<file path="src/rtl/bto_pkg.sv">
package bto_pkg;
  localparam int MODE_W = 3;
  localparam logic ADDR_LIMIT = 1'b0;
  localparam logic ADDR_MODE  = 1'b1;

  typedef struct packed {
    logic lvl;      // bit 2: latched error level
    logic berr_en;  // bit 1: error output enable
    logic rdy_en;   // bit 0: forced ready enable
  } mode_t;
endpackage

</file>
<file path="src/rtl/bto_regs.sv">
module bto_regs
  import bto_pkg::*;
#(
  parameter int CNT_W  = 8,
  parameter int DATA_W = 8
) (
  input  logic              clk,
  input  logic              rst,
  input  logic              wr,
  input  logic              rd,
  input  logic              addr,
  input  logic [DATA_W-1:0] wdata,
  output logic [DATA_W-1:0] rdata,
  output logic [CNT_W-1:0]  limit,
  output mode_t             mode,
  output logic              limit_read
);
  assign limit_read = rd && (addr == ADDR_LIMIT);

  always_ff @(posedge clk) begin
    if (rst) begin
      limit <= '0;
      mode  <= '0;
      rdata <= '0;
    end else begin
      if (wr) begin
        if (addr == ADDR_LIMIT) limit <= wdata[CNT_W-1:0];
        else                    mode  <= mode_t'(wdata[MODE_W-1:0]);
      end
      if (rd) begin
        if (addr == ADDR_LIMIT) rdata <= DATA_W'(limit);
        else                    rdata <= DATA_W'(mode);
      end
    end
  end
endmodule

</file>
<file path="src/rtl/bto_timer.sv">
module bto_timer #(
  parameter int CNT_W = 8
) (
  input  logic             clk,
  input  logic             rst,
  input  logic             den,
  input  logic [CNT_W-1:0] limit,
  output logic             fire
);
  logic [CNT_W-1:0] run_cnt;
  logic             done;

  assign fire = den && (limit != '0) && !done && (run_cnt == limit);

  always_ff @(posedge clk) begin
    if (rst) begin
      run_cnt <= '0;
      done    <= 1'b0;
    end else if (!den) begin
      run_cnt <= '0;
      done    <= 1'b0;
    end else begin
      if (run_cnt != '1) run_cnt <= run_cnt + 1'b1;
      if (fire) done <= 1'b1;
    end
  end
endmodule

</file>
<file path="src/rtl/bto_err_out.sv">
module bto_err_out
  import bto_pkg::*;
#(
  parameter int PULSE_LEN = 2
) (
  input  logic  clk,
  input  logic  rst,
  input  logic  fire,
  input  mode_t mode,
  input  logic  limit_read,
  output logic  rdy_force,
  output logic  bus_err,
  output logic  latched
);
  localparam int PW = $clog2(PULSE_LEN + 1);
  logic [PW-1:0] pulse_left;

  always_ff @(posedge clk) begin
    if (rst) begin
      rdy_force  <= 1'b0;
      pulse_left <= '0;
      latched    <= 1'b0;
    end else begin
      rdy_force <= fire && mode.rdy_en;
      if (fire && mode.berr_en && !mode.lvl) pulse_left <= PW'(PULSE_LEN);
      else if (pulse_left != '0)             pulse_left <= pulse_left - 1'b1;
      if (fire && mode.berr_en && mode.lvl) latched <= 1'b1;
      else if (limit_read)                  latched <= 1'b0;
    end
  end

  assign bus_err = latched || (pulse_left != '0);
endmodule

</file>
<file path="src/rtl/bus_timeout_mon.sv">
module bus_timeout_mon
  import bto_pkg::*;
#(
  parameter int CNT_W = 8,
  localparam int DATA_W = (CNT_W > MODE_W) ? CNT_W : MODE_W
) (
  input  logic              clk,
  input  logic              rst,
  input  logic              den,
  input  logic              reg_wr,
  input  logic              reg_rd,
  input  logic              reg_addr,
  input  logic [DATA_W-1:0] reg_wdata,
  output logic [DATA_W-1:0] reg_rdata,
  output logic              rdy_force,
  output logic              bus_err
);
  logic [CNT_W-1:0] cfg_limit;
  mode_t            cfg_mode;
  logic             limit_read;
  logic             fire;
  logic             err_latched;

  bto_regs #(.CNT_W(CNT_W), .DATA_W(DATA_W)) u_regs (
    .clk(clk), .rst(rst), .wr(reg_wr), .rd(reg_rd), .addr(reg_addr),
    .wdata(reg_wdata), .rdata(reg_rdata), .limit(cfg_limit),
    .mode(cfg_mode), .limit_read(limit_read)
  );

  bto_timer #(.CNT_W(CNT_W)) u_timer (
    .clk(clk), .rst(rst), .den(den), .limit(cfg_limit), .fire(fire)
  );

  bto_err_out #(.PULSE_LEN(2)) u_err (
    .clk(clk), .rst(rst), .fire(fire), .mode(cfg_mode),
    .limit_read(limit_read), .rdy_force(rdy_force), .bus_err(bus_err),
    .latched(err_latched)
  );
endmodule

</file>
<file path="config.mk">
export PLATFORM = sky130hd
export DESIGN_NAME = bus_timeout_mon
export DESIGN_NICKNAME = d
export VERILOG_FILES = /design/src/rtl/bto_pkg.sv /design/src/rtl/bto_regs.sv /design/src/rtl/bto_timer.sv /design/src/rtl/bto_err_out.sv /design/src/rtl/bus_timeout_mon.sv
export SDC_FILE = /design/constraint.sdc
export NUM_CORES = 1
export LEC_CHECK = 0
export ABC_CLOCK_PERIOD_IN_PS = 1600
export BUFFER_PORTS_ARGS = -buffer_cell sky130_fd_sc_hd__buf_2
export CAP_MARGIN = 30
export CORE_MARGIN = 2
export CORE_UTILIZATION = 35
export DETAILED_ROUTE_END_ITERATION = 10
export SYNTH_ARGS = -nofsm -noshare
export SYNTH_HDL_FRONTEND = slang
export SYNTH_SLANG_ARGS = --single-unit
export TNS_END_PERCENT = 10
</file>
<file path="constraint.sdc">
create_clock -name clk -period 1.6 [get_ports clk]
set_input_delay 0.08 -clock clk [delete_from_list [all_inputs] [get_ports clk]]
set_output_delay 0.08 -clock clk [all_outputs]
set_load 0.02 [all_outputs]
</file>
==> results.json <==
{
  "yosys.area_share.xor_xnor": 0.0670,
  "syn-num-nets": 187,
  "cts-root-buf": "clkbuf_8",
  "setup_tns_ns": 0,
  "synth_top_family_by_area": "simple AND/OR/NAND/NOR gates",
  "drt_wl_total_um": 2980,
  "maxCapViolCount": 0,
  "cp-start-kind": "register",
  "slowest_stage": "dfxtp_1",
  "synth-compound-area-share": 0.122,
  "grt_max_degree": 28,
  "holdWs_ns": 0.0188,
  "die_x_um": 67.7,
  "syn_area_per_cell_um2": 8.25,
  "drive_gt1_frac": 0.186,
  "synth_fa_ha_area_frac": 0.00882,
  "core_area_um2": 3940,
  "slew_violations": 0,
  "arrival_ns": 1.61,
  "skew_ns": 0.00741,
  "grt_pass1_wl_um": 5060,
  "ios": 24,
  "worstSkewPairLatency_ns": 0.29,
  "clk_path_buf_depth": 2,
  "synth_area_leaders": "dfxtp_1, nand2_1, nor2_1, a21oi_1, xor2_1",
  "syn-cell-area_um2": 1420,
  "dr_total_vias": 1213,
  "cts-hold-fix-buffers": 0,
  "synth-seq-cells": 32,
  "pwr_density_cell_nw_per_um2": 1050,
  "routedWlPerCell_um": 12.2,
  "grt_pass1_vias": 1126,
  "slew_headroom": 0.619,
  "cp-end-kind": "register",
  "n_antenna_cell": 0,
  "seq_area_frac_synth": 0.451,
  "cts_inserted_buffers": 5,
  "synthMuxAreaShare": 0.0282,
  "rows": 23,
  "worst-path-buf-inv": 0,
  "dieArea_um2": 4580,
  "cts.sinks": 32,
  "htreeDepth": 2,
  "postRouteAntennaNets": 0,
  "crit_path_cell_trace": "ha_1 > nand3_1 > nor2_2 > mux2i_1 > nor2_1",
  "path_clk_slew_ns": 0.07,
  "min_period_ns": 1.43,
  "max_freq_mhz": 697,
  "port_buffers": 23,
  "dp_hpwl_um": 2170,
  "setup_violations": 0,
  "power.leakage_nw": 0.670,
  "rsz0062_at_grt": "false",
  "crit_fanout": 5,
  "place_ws_ns": 0.123,
  "ys.warnings.count": 0,
  "multi_input_area_um2": 727,
  "drtPass1Iterations": 4,
  "track_usage": 0.153,
  "area_growth_pct": 17.8,
  "hold_path.class": "input port to register",
  "die-height_um": 67.7,
  "yosysTopAreaCell": "dfxtp_1",
  "holdPathStages": 3,
  "synth_top_area_frac": 0.451,
  "required_ns": 1.77,
  "cp_top_family": "simple AND/OR/NAND/NOR gates",
  "rr_worst_depth": 5,
  "fill_cells": 403,
  "cts_tree": "done",
  "place.gp.congestion": 0.922,
  "nNetsFinal": 208,
  "syn_inst": 172,
  "synthDistinctLibCells": 32,
  "period_share": 0.897,
  "tightestPinTransition_ns": 0.570,
  "hold_viol_final": 0,
  "status": "finished clean",
  "grt-ovfl-total": 0,
  "start_util": 0.360,
  "regArea_um2": 641,
  "ir_drop_mv": 0.504,
  "antenna_found_initial": 0,
  "drt_iter0_markers": 62,
  "setup_ws_ns": 0.165,
  "synthSimpleGateAreaFrac": 0.285,
  "path_depth": 5,
  "max_stage_delay_ns": 0.42,
  "drc_errors": 0,
  "viasPerCell": 4.97,
  "crit_type": "register to register"
}
report_power, final:
part / leakage, nW / internal, mW / total (mW) / switching (mW)
Combinational: 0.356 / 0.0607 / 0.151 / 0.0900
Clock: 0.0541 / 0.460 / 0.771 / 0.311
Sequential: 0.260 / 0.819 / 0.842 / 0.0223
Total: 0.670 / 1.34 / 1.76 / 0.423
logic make-up after synthesis:
kind of cell	Yosys count
simple gates	83
flops	32
compound gates	30
buf+inv	12
xor+xnor	10
mux	4
fa+ha+maj	1
sequential cells by signal, summed over array words and instances (netlist names):
signal / flops
u_err.pulse_left: 2
u_regs.limit: 8
u_regs.mode: 3
u_timer.run_cnt: 8
u_regs.rdata: 8
u_err.latched: 1
u_err.rdy_force: 1
u_timer.done: 1
cell usage in the layout, fill, tap and decap left out:
cell	n
bufinv_16	1
nand3_1	6
buf_4	1
xor2_1	5
clkbuf_8	5
nand4b_1	1
nor2b_1	2
nor3_1	3
o21ai_0	3
a21oi_1	17
xnor2_1	4
buf_2	23
clkinvlp_4	1
nand2b_1	3
nor2_2	1
o31a_1	1
nand2_1	29
o22ai_1	2
o2111ai_1	1
a31oi_1	2
dfxtp_1	32
nor4_4	1
mux2i_1	4
or3_1	2
and3_1	4
clkinv_2	1
nand4_1	3
a211oi_1	4
inv_1	2
nor4_1	2
nor2_1	22
nor3b_1	2
nor4b_1	1
ha_1	1
nand3_2	1
xor2_2	1
final timing paths:
path / startpoint / to / slack (ns)
max: u_timer.run_cnt[0] / u_timer.run_cnt[1] / 0.17
min: reg_wdata[6] / u_regs.limit[6] / 0.02
max reg2reg: u_timer.run_cnt[0] / u_timer.run_cnt[1] / 0.17
min reg2reg: u_timer.done / u_timer.done / 0.45
through the flow:
step                std cells  power, mW  cell area [µm²]  utilization
floorplan                 172      0.964             1420            -
global placement          236       1.01             1560        0.395
detailed placement        236       1.01             1560        0.395
CTS                       244       1.79             1670        0.423
global route              244       1.85             1670        0.424
finish                    244       1.76             1670        0.424
routing by layer:
metal	share of wire	up-vias	GRT usage
li1	-	631	-
met4	0.023	0	0.0842
met5	0	-	0
met1	0.47	549	0.192
met3	0.059	6	0.0600
met2	0.45	27	0.223
Yosys cell counts (all sizes together):
library cell and count:
o31a 1, a21oi 17, nor3b 2, o2111ai 1, xnor2 4, ha 1, nand2b 3, o22ai 2
mux2i 4, or3 2, nor3 3, nor4b 1, nand4b 1, nor2 23, nand3 7, a211oi 4
nor4 3, xor2 6, nand4 3, inv 2, buf 2, clkbuf 8, a31oi 2, nor2b 2
o21ai 3, and3 4, nand2 29, dfxtp 32
final cells by class:
class	count	share of cell area
inverter	2	0.00449
clock buffer	5	0.0412
multi-input combinational	128	0.435
clock inverter	3	0.0254
tap	50	0.0374
timing repair buffer	24	0.0734
sequential	32	0.383
worst min-delay path, stage by stage:
cell and delay (ns):
buf_2 0.10, nand2_1 0.04, a21oi_1 0.05
timing repair:
| action | in CTS | in global routing |
|---|---|---|
| endpoints found under the setup margin | 0 | 1 |
| setup buffers | 0 | 0 |
| resized for setup | 0 | 1 |
No activity file was read; power rests on OpenSTA's default activity.
